**src/rtl/i2c_ack_pkg.sv**
```systemverilog
package i2c_ack_pkg;

    typedef enum logic [2:0] {
        S_IDLE,
        S_ADDR,
        S_ACK_ADDR,
        S_RX_DATA,
        S_ACK_RX,
        S_TX_DATA,
        S_ACK_TX
    } slv_state_t;

    // Level of an undriven bus line
    localparam logic BUS_IDLE = 1'b1;

endpackage

```
**src/rtl/i2c_line_sync.sv**
```systemverilog
module i2c_line_sync #(
    parameter int          WIDTH   = 2,
    parameter int          STAGES  = 2,
    parameter logic        RST_VAL = 1'b1
) (
    input  logic             clk,
    input  logic             rst_n,
    input  logic [WIDTH-1:0] din,
    output logic [WIDTH-1:0] dout
);

    logic [STAGES-1:0][WIDTH-1:0] stage_q;

    always_ff @(posedge clk or negedge rst_n) begin
        if (!rst_n) begin
            stage_q <= {(STAGES*WIDTH){RST_VAL}};
        end else begin
            stage_q[0] <= din;
            for (int i = 1; i < STAGES; i++) begin
                stage_q[i] <= stage_q[i-1];
            end
        end
    end

    assign dout = stage_q[STAGES-1];

endmodule

```
**src/rtl/i2c_bus_events.sv**
```systemverilog
module i2c_bus_events
    import i2c_ack_pkg::*;
#(
    parameter int SYNC_STAGES = 2
) (
    input  logic clk,
    input  logic rst_n,
    input  logic scl_raw,
    input  logic sda_raw,
    output logic sda_lvl,
    output logic scl_rise,
    output logic scl_fall,
    output logic bus_start,
    output logic bus_stop
);

    logic [1:0] lines;
    logic       scl_now;
    logic       scl_prev;
    logic       sda_prev;

    i2c_line_sync #(
        .WIDTH   (2),
        .STAGES  (SYNC_STAGES),
        .RST_VAL (BUS_IDLE)
    ) u_sync (
        .clk   (clk),
        .rst_n (rst_n),
        .din   ({scl_raw, sda_raw}),
        .dout  (lines)
    );

    assign scl_now = lines[1];
    assign sda_lvl = lines[0];

    always_ff @(posedge clk or negedge rst_n) begin
        if (!rst_n) begin
            scl_prev <= BUS_IDLE;
            sda_prev <= BUS_IDLE;
        end else begin
            scl_prev <= scl_now;
            sda_prev <= sda_lvl;
        end
    end

    assign scl_rise  = scl_now & ~scl_prev;
    assign scl_fall  = ~scl_now & scl_prev;
    assign bus_start = scl_now & scl_prev & sda_prev & ~sda_lvl;
    assign bus_stop  = scl_now & scl_prev & ~sda_prev & sda_lvl;

endmodule

```
**src/rtl/i2c_slave_ack.sv**
```systemverilog
module i2c_slave_ack
    import i2c_ack_pkg::*;
#(
    parameter int DATA_W      = 8,
    parameter int SYNC_STAGES = 2
) (
    input  logic              clk,
    input  logic              rst_n,
    input  logic              scl_in,
    input  logic              sda_in,
    input  logic [DATA_W-2:0] own_addr,
    input  logic              ack_en,
    input  logic [DATA_W-1:0] tx_byte,
    output logic              sda_pull,
    output logic [DATA_W-1:0] rx_byte,
    output logic              addr_hit,
    output logic              gcall_hit,
    output logic              byte_done
);

    localparam int             CNT_W = $clog2(DATA_W + 1);
    localparam logic [CNT_W-1:0] FULL  = CNT_W'(DATA_W);
    localparam logic [CNT_W-1:0] LAST  = CNT_W'(DATA_W - 1);

    logic              sda_lvl;
    logic              scl_rise;
    logic              scl_fall;
    logic              ev_start;
    logic              ev_stop;

    slv_state_t        state;
    slv_state_t        nxt;

    logic [CNT_W-1:0]  bit_cnt;
    logic [DATA_W-1:0] shreg;
    logic [DATA_W-1:0] tx_sh;
    logic              rw_q;
    logic              got_nack;

    logic              byte_full;
    logic [DATA_W-2:0] rx_addr;
    logic              rx_rw;
    logic              own_match;
    logic              gc_match;
    logic              sel;

    i2c_bus_events #(
        .SYNC_STAGES (SYNC_STAGES)
    ) u_events (
        .clk       (clk),
        .rst_n     (rst_n),
        .scl_raw   (scl_in),
        .sda_raw   (sda_in),
        .sda_lvl   (sda_lvl),
        .scl_rise  (scl_rise),
        .scl_fall  (scl_fall),
        .bus_start (ev_start),
        .bus_stop  (ev_stop)
    );

    // Address decode on the completed first byte
    assign byte_full = (bit_cnt == FULL);
    assign rx_addr   = shreg[DATA_W-1:1];
    assign rx_rw     = shreg[0];
    assign own_match = (rx_addr == own_addr);
    assign gc_match  = (rx_addr == '0) && !rx_rw;
    assign sel       = own_match | gc_match;

    // State register
    always_ff @(posedge clk or negedge rst_n) begin
        if (!rst_n) begin
            state <= S_IDLE;
        end else begin
            state <= nxt;
        end
    end

    // Next-state logic
    always_comb begin
        nxt = state;
        if (ev_start) begin
            nxt = S_ADDR;
        end else if (ev_stop) begin
            nxt = S_IDLE;
        end else begin
            unique case (state)
                S_IDLE: begin
                    nxt = S_IDLE;
                end
                S_ADDR: begin
                    if (scl_fall && byte_full) begin
                        if (!sel)        nxt = S_IDLE;
                        else if (ack_en) nxt = S_ACK_ADDR;
                        else if (rx_rw)  nxt = S_TX_DATA;
                        else             nxt = S_RX_DATA;
                    end
                end
                S_ACK_ADDR: begin
                    if (scl_fall) nxt = rw_q ? S_TX_DATA : S_RX_DATA;
                end
                S_RX_DATA: begin
                    if (scl_fall && byte_full && ack_en) nxt = S_ACK_RX;
                end
                S_ACK_RX: begin
                    if (scl_fall) nxt = S_RX_DATA;
                end
                S_TX_DATA: begin
                    if (scl_fall && byte_full && ack_en) nxt = S_ACK_TX;
                end
                S_ACK_TX: begin
                    if (scl_fall) nxt = got_nack ? S_IDLE : S_TX_DATA;
                end
                default: nxt = S_IDLE;
            endcase
        end
    end

    // Output decode
    always_comb begin
        sda_pull = 1'b0;
        unique case (state)
            S_ACK_ADDR, S_ACK_RX: sda_pull = 1'b1;
            S_TX_DATA:            sda_pull = ~tx_sh[DATA_W-1];
            default:              sda_pull = 1'b0;
        endcase
    end

    // Datapath: bit counter, shifters, flags
    always_ff @(posedge clk or negedge rst_n) begin
        if (!rst_n) begin
            bit_cnt   <= '0;
            shreg     <= '0;
            tx_sh     <= '1;
            rw_q      <= 1'b0;
            got_nack  <= 1'b0;
            rx_byte   <= '0;
            addr_hit  <= 1'b0;
            gcall_hit <= 1'b0;
            byte_done <= 1'b0;
        end else begin
            byte_done <= 1'b0;
            if (ev_start || ev_stop) begin
                bit_cnt   <= '0;
                addr_hit  <= 1'b0;
                gcall_hit <= 1'b0;
            end else begin
                case (state)
                    S_ADDR, S_RX_DATA: begin
                        if (scl_rise && !byte_full) begin
                            shreg   <= {shreg[DATA_W-2:0], sda_lvl};
                            bit_cnt <= bit_cnt + 1'b1;
                            if (bit_cnt == LAST) begin
                                byte_done <= 1'b1;
                                if (state == S_RX_DATA) begin
                                    rx_byte <= {shreg[DATA_W-2:0], sda_lvl};
                                end
                            end
                        end
                        if (scl_fall && byte_full) begin
                            bit_cnt <= '0;
                            if (state == S_ADDR) begin
                                addr_hit  <= own_match;
                                gcall_hit <= gc_match;
                                rw_q      <= rx_rw;
                                if (sel && !ack_en && rx_rw) tx_sh <= tx_byte;
                            end
                        end
                    end
                    S_ACK_ADDR: begin
                        if (scl_fall && rw_q) tx_sh <= tx_byte;
                    end
                    S_TX_DATA: begin
                        if (scl_rise && !byte_full) begin
                            bit_cnt <= bit_cnt + 1'b1;
                            if (bit_cnt == LAST) byte_done <= 1'b1;
                        end
                        if (scl_fall) begin
                            if (byte_full) begin
                                bit_cnt <= '0;
                                if (!ack_en) tx_sh <= tx_byte;
                            end else begin
                                tx_sh <= {tx_sh[DATA_W-2:0], 1'b1};
                            end
                        end
                    end
                    S_ACK_TX: begin
                        if (scl_rise) got_nack <= sda_lvl;
                        if (scl_fall && !got_nack) tx_sh <= tx_byte;
                    end
                    default: begin
                        bit_cnt <= bit_cnt;
                    end
                endcase
            end
        end
    end

endmodule

```
**config.mk**
```make
export PLATFORM = sky130hd
export DESIGN_NAME = i2c_slave_ack
export DESIGN_NICKNAME = d
export VERILOG_FILES = /design/src/rtl/i2c_ack_pkg.sv /design/src/rtl/i2c_line_sync.sv /design/src/rtl/i2c_bus_events.sv /design/src/rtl/i2c_slave_ack.sv
export SDC_FILE = /design/constraint.sdc
export NUM_CORES = 1
export LEC_CHECK = 0
export BUFFER_PORTS_ARGS = -buffer_cell sky130_fd_sc_hd__buf_2
export CORE_MARGIN = 4
export CORE_UTILIZATION = 56
export DETAILED_ROUTE_END_ITERATION = 16
export PLACE_DENSITY = 0.78
export SYNTH_ARGS = -nofsm -noshare
export SYNTH_HDL_FRONTEND = slang
export SYNTH_SLANG_ARGS = --single-unit
```
**constraint.sdc**
```tcl
create_clock -name clk -period 3 [get_ports clk]
set_clock_uncertainty 0.2 [all_clocks]
set_input_delay 0.45 -clock clk [delete_from_list [all_inputs] [get_ports clk]]
set_output_delay 0.45 -clock clk [all_outputs]
set_load 0.02 [all_outputs]
```
**Word level (Yosys, flattened, before mapping)**

Cells that the tools add are included.

- Register bits: 42
- Input bits: 20
- Logic and storage cells: 122

- Add/subtract/negate cells: 1
- Equality and inequality tests: 22
- Muxes and demuxes: 42
- Bitwise operators: 14
- Reduce and logical (&&, ||, !) cells: 29

Operators by type and width:

| kind | count |
|---|---|
| $mux W8 | 8 |
| $mux W3 | 13 |
| $pmux W8 S4 | 1 |
| $ne A4 B4 Y1 const B | 6 |
| $mux W4 | 5 |
| $pmux W3 S6 | 1 |
| $mux W1 | 12 |
| $ne A2 B2 Y1 const B | 6 |
| $eq A3 B3 Y1 const B | 3 |
| $reduce_and A3 Y1 | 3 |
| $reduce_and A9 Y1 | 1 |
| $logic_and A1 B1 Y1 | 8 |
| $pmux W4 S2 | 1 |
| $and A1 B1 Y1 | 7 |
| $eq A7 B7 Y1 | 1 |
| $logic_not A7 Y1 | 1 |
| $eq A3 B2 Y1 const B | 2 |
| $not A1 Y1 | 6 |
| $reduce_and A6 Y1 | 1 |
| $reduce_bool A2 Y1 | 3 |
| $reduce_and A5 Y1 | 1 |
| $add A4 B1 Y4 const B | 1 |
| $eq A4 B3 Y1 const B | 1 |
| $eq A4 B4 Y1 const B | 1 |
| other kinds (11) | 15 |

**Longest topological paths before layout**

- Depth in word-level cells: 9
- Gate-level depth with buffers: 7
- Gate-level depth less buffers: 7

**By module**

A second synthesis with hierarchy kept.

- Cells, all modules: 198
- Area total of the unflattened synthesis: 2,202.1 µm²

Modules (own cells, without submodules):

| module | instances | cells an instance | area each (µm²) | sequential area each (µm²) |
|---|---|---|---|---|
| i2c_slave_ack | 1 | 186 | 1,996.9 | 910.9 |
| i2c_line_sync | 1 | 6 | 120.1 | 105.1 |
| i2c_bus_events | 1 | 6 | 85.1 | 52.6 |

**Worst setup path after synthesis**

Ideal clock, no wire load.

- Path kind: register to register
- Start: reg bit_cnt[0]
- End: reg tx_sh[1]
- Data arrival time: 1.855 ns
- Setup slack: 0.863 ns
- Stages on the path, launching flop included: 8
- Path buffers: 1
- Clock period less this slack: 2.137 ns
- Cells stage by stage: dfrtp_1 inv_1 ha_1 and3b_1 and3b_1 buf_1 mux2_2 mux2_2

- Word-level cells in the longest chain between the ends: 4
- Elaborated cells on any way between the ends: 8
- Classes of those cells: eq/ne (3); mux (3); reduce/logical (2)

RTL lines:

| element | RTL line | RTL |
|---|---|---|
| start, declared | i2c_slave_ack.sv:34 | `logic [CNT_W-1:0] bit_cnt;` |
| start signal, assigned | i2c_slave_ack.sv:151 | `bit_cnt <= bit_cnt + 1'b1;` |
| start signal, assigned | i2c_slave_ack.sv:174 | `bit_cnt <= bit_cnt + 1'b1;` |
| start signal, assigned | i2c_slave_ack.sv:191 | `bit_cnt <= bit_cnt;` |
| $eq A4 B4 Y1 (*) | i2c_slave_ack.sv:62 | `assign byte_full = (bit_cnt == FULL);` |
| $mux W8 / $logic_and A1 B1 Y1 (equally long branches) | i2c_slave_ack.sv:178, i2c_slave_ack.sv:159 |  |
| $mux W8 / $ne A2 B2 Y1 (equally long branches) | - |  |
| $pmux W8 S4 / $reduce_and A9 Y1 (equally long branches) | - |  |
| end signal, assigned | i2c_slave_ack.sv:180 | `if (!ack_en) tx_sh <= tx_byte;` |
| end signal, assigned | i2c_slave_ack.sv:182 | `tx_sh <= {tx_sh[DATA_W-2:0], 1'b1};` |
| end signal, assigned | i2c_slave_ack.sv:188 | `if (scl_fall && !got_nack) tx_sh <= tx_byte;` |
| end, declared | i2c_slave_ack.sv:36 | `logic [DATA_W-1:0] tx_sh;` |

Mark *: on every way between the ends. The rest lies on a longest branch, timed or not. The select of a mux whose other input is x is not followed.
A chain may end at the register's enable or synchronous reset.

**Worst setup path after layout**

- Start: reg state[1]
- End: reg tx_sh[6]

- Word-level cells in the longest chain between the ends: 4
- Elaborated cells on any way between the ends: 16
- Classes of those cells: eq/ne (12); mux (1); reduce/logical (3)

RTL lines:

| element | RTL line | RTL |
|---|---|---|
| start, declared | i2c_slave_ack.sv:31 | `slv_state_t state;` |
| start signal, assigned | i2c_slave_ack.sv:74 | `state <= nxt;` |
| $eq A3 B2 Y1 / $eq A3 B1 Y1 (equally long branches) | i2c_slave_ack.sv:147, i2c_slave_ack.sv:161 |  |
| $reduce_or A2 Y1 | i2c_slave_ack.sv:147 | `case (state)` |
| $reduce_bool A4 Y1 (no line) / $ne A2 B2 Y1 (equally long branches) | - |  |
| $reduce_and A9 Y1 (no line) | - |  |
| end signal, assigned | i2c_slave_ack.sv:165 | `if (sel && !ack_en && rx_rw) tx_sh <= tx_byte;` |
| end signal, assigned | i2c_slave_ack.sv:170 | `if (scl_fall && rw_q) tx_sh <= tx_byte;` |
| end signal, assigned | i2c_slave_ack.sv:180 |  |

Several ways; a longest one is shown, not always the timed one.

==> qor.yml <==
netlist_area_um2: 2196
setup_viol: 0
grt-busiest-layer: "met2"
fmax_ghz: 0.4115
hp-start: "scl_in"
power.switching_mw: 0.4184
area_delta_synth_final_pct: 13.45
critPathMaxFanout: 19
rsz0062_at_grt: "no"
core_area_um2: 3716
grt_overflow: 0
firstDrtPassIters: 4
ys_ff_latch: 42
tns_ns: 0
synth_largest_area_cell: "dfrtp_1"
critPathTopFamily: "compound AO/OA/AOI/OAI gates"
first_global_vias: 1647
hold_ws_ns: 0.06737
ys.flop_type: "dfrtp_1"
synth-seq-area-share_pct: 48.66
layout.nets: 246
arrival_ns: 2.44
wl_per_cell_um: 15.78
criticalPathCategory: "register to register"
timing.critical_path.buf_inv: 0
power.share.clock_pct: 28.2
layout_setup_ws_ns: 0.5701
final_cells: 272
end_kind: "register"
post-route-util_pct: 67.04
yosysWarnings: 0
die-area_um2: 4987
place_congestion: 0.9185
cts.sinks: 42
synth.avg_cell_area_um2: 11.38
drc: 0
initial_core_util_pct: 59.09
finalCriticalPeriod_ns: 2.430
layout_worst_path_cycle_share_pct: 81.00
layout_commonest_cell: "mux2_2"
cts_tree: "built"
r2r-end: "tx_sh[6]"
cts_resized: 0
crit_path_start: "state[1]"
holdPathStages: 1
antenna_cells: 0
port-buffer-count: 31
worstMarginPinSlew_ns: 0.9155
num_rows: 22
cts_max_path_buffers: 2
register_area_um2: 1069
clock_latency_ns: 0.28
grt_use_met2_pct: 31.60
root_buffer: "clkbuf_8"
drt_iter0_drc: 132
cpPeakStageDelay_ns: 0.68
gr-usage-met1_pct: 24.77
swShare_pct: 26.96
fill_cells: 297
pin_count: 32
critical_path.startpoint_type: "register"
ant_nets: 0
seq_power_share_pct: 50.4
dp_cells: 265
grt.total_usage_pct: 18.77
slowest_stage: "dfrtp_1"
gr-usage-met3_pct: 4.545
chipHeight_um: 70.62
cts_hold_buf: 0
cellPowerDensity_nw_per_um2: 622.9
clk_pin_slew_worst_paths_ns: 0.07
multi_input_area_um2: 1065
hold_viol: 0
p_leak_nw: 1.169
ys_top_cells_by_area: "dfrtp_1, mux2_2, dfstp_2"
synthCells: 193
r2r_setup_slack_ns: 0.57
antenna_found_initial: 0
synth_edf_count: 0
vias: 1574
syn_nets: 215
critPathRequiredTime_ns: 3.01
ir_drop_uv: 412.6
drv_cap: 0
die_w_um: 70.62
slew_headroom_pct: 38.96
place_hpwl_um: 3162
path_cells: "and2b_1, a221oi_1, a311oi_1, o311ai_4, mux2_2"
r2r_start: "state[1]"
post_cts_buffers: 0
post-place-ws_ns: 0.6166
reg2regPathDepth: 5
yosys.area.top_type_share_pct: 31.91
report.final.slew_viol_count: 0
p_int_mw: 1.133
grt_pass1_wl_um: 7686
grt_max_degree: 43
comb_power_share_pct: 21.3
outcome: "completed"
layout_common_cells: "mux2_2, buf_2, dfrtp_1"
drt-total-wl_um: 4293
vias_per_cell: 5.787
hp-class: "input port to register"
async_flop_share_pct: 100.0
yosysUniqueCellTypes: 45
whs_endpoint: "u_events.u_sync.stage_q[1]"
cts_max_level: 2
drive_above_1_share_pct: 40.63
numCtsBuffers: 5
synthesized netlist by cell type, types with 2 or more instances:
| cell | instances |
|---|---|
| a21oi_1 | 5 |
| a311oi_1 | 2 |
| and2_1 | 2 |
| and3b_1 | 2 |
| buf_1 | 2 |
| buf_2 | 4 |
| dfrtp_1 | 28 |
| dfstp_2 | 14 |
| ha_1 | 2 |
| inv_1 | 4 |
| mux2_2 | 34 |
| nand2_1 | 15 |
| nand2b_1 | 2 |
| nand3_1 | 5 |
| nand3b_1 | 2 |
| nand4_1 | 3 |
| nor2_1 | 16 |
| nor2b_1 | 4 |
| nor3b_1 | 2 |
| o21ai_0 | 6 |
| o221ai_1 | 2 |
| o22ai_1 | 3 |
| o2bb2ai_1 | 2 |
| or4_1 | 2 |
| xnor2_1 | 6 |
| xor2_1 | 5 |
power groups by stage:
stage	clock network, mW	logic, mW	registers (mW)
2_1_floorplan	0	0.278	0.754
3_3_place_gp	0	0.316	0.785
3_5_place_dp	0	0.330	0.792
4_1_cts	0.454	0.331	0.782
5_1_grt	0.479	0.368	0.799
6_report	0.438	0.331	0.783
logic make-up (layout without fill, tap and decap cells):
| logic type | Yosys count | after routing | synth area share [%] |
|---|---|---|---|
| simple gates | 63 | 63 | 15.67 |
| flops | 42 | 42 | 48.66 |
| mux | 35 | 35 | 17.89 |
| compound gates | 27 | 27 | 9.403 |
| buf+inv | 13 | 44 | 2.849 |
| xor+xnor | 11 | 11 | 4.387 |
| fa+ha+maj | 2 | 2 | 1.139 |
worst max-delay path by stage:
stage | cells after the start | endpoint
finish | 5 | tx_sh[6]
global route | 5 | tx_sh[7]
CTS | 5 | tx_sh[6]
detailed placement | 5 | tx_sh[6]
global placement | 5 | tx_sh[7]
floorplan | 7 | tx_sh[1]
metal layers:
| metal | up-vias | share of wire [%] |
|---|---|---|
| li1 | 752 | - |
| met1 | 764 | 44 |
| met2 | 52 | 50 |
| met3 | 6 | 5.3 |
| met4 | 0 | 0.84 |
| met5 | - | 0 |
flip-flops by register name (all words and copies together) (netlist names):
name,cells
addr_hit,1
bit_cnt,4
byte_done,1
gcall_hit,1
got_nack,1
rw_q,1
rx_byte,8
shreg,8
state,3
tx_sh,8
u_events.scl_prev,1
u_events.sda_prev,1
u_events.u_sync.dout,2
u_events.u_sync.stage_q,2
final cells by class:
class / count / share of cell area (%)
Tap cell: 48 / 2.411
Timing Repair Buffer: 33 / 6.831
Clock buffer: 6 / 3.315
Clock inverter: 1 / 1.205
Inverter: 4 / 0.6027
Sequential cell: 42 / 42.89
Multi-Input combinational cell: 138 / 42.74
stage by stage:
| stage | instance area (um^2) | total power, mW |
|---|---|---|
| after global placement | 2379 | 1.102 |
| final | 2491 | 1.552 |
| after CTS | 2491 | 1.567 |
| after floorplan | 2196 | 1.031 |
| after global routing | 2491 | 1.646 |
| after detailed placement | 2379 | 1.122 |
worst register-to-register path: stages (launching register included):
cell	delay [ns]
dfrtp_1	0.68
and2b_1	0.27
a221oi_1	0.11
a311oi_1	0.49
o311ai_4	0.28
mux2_2	0.34
(Power assumes the default switching activity.)
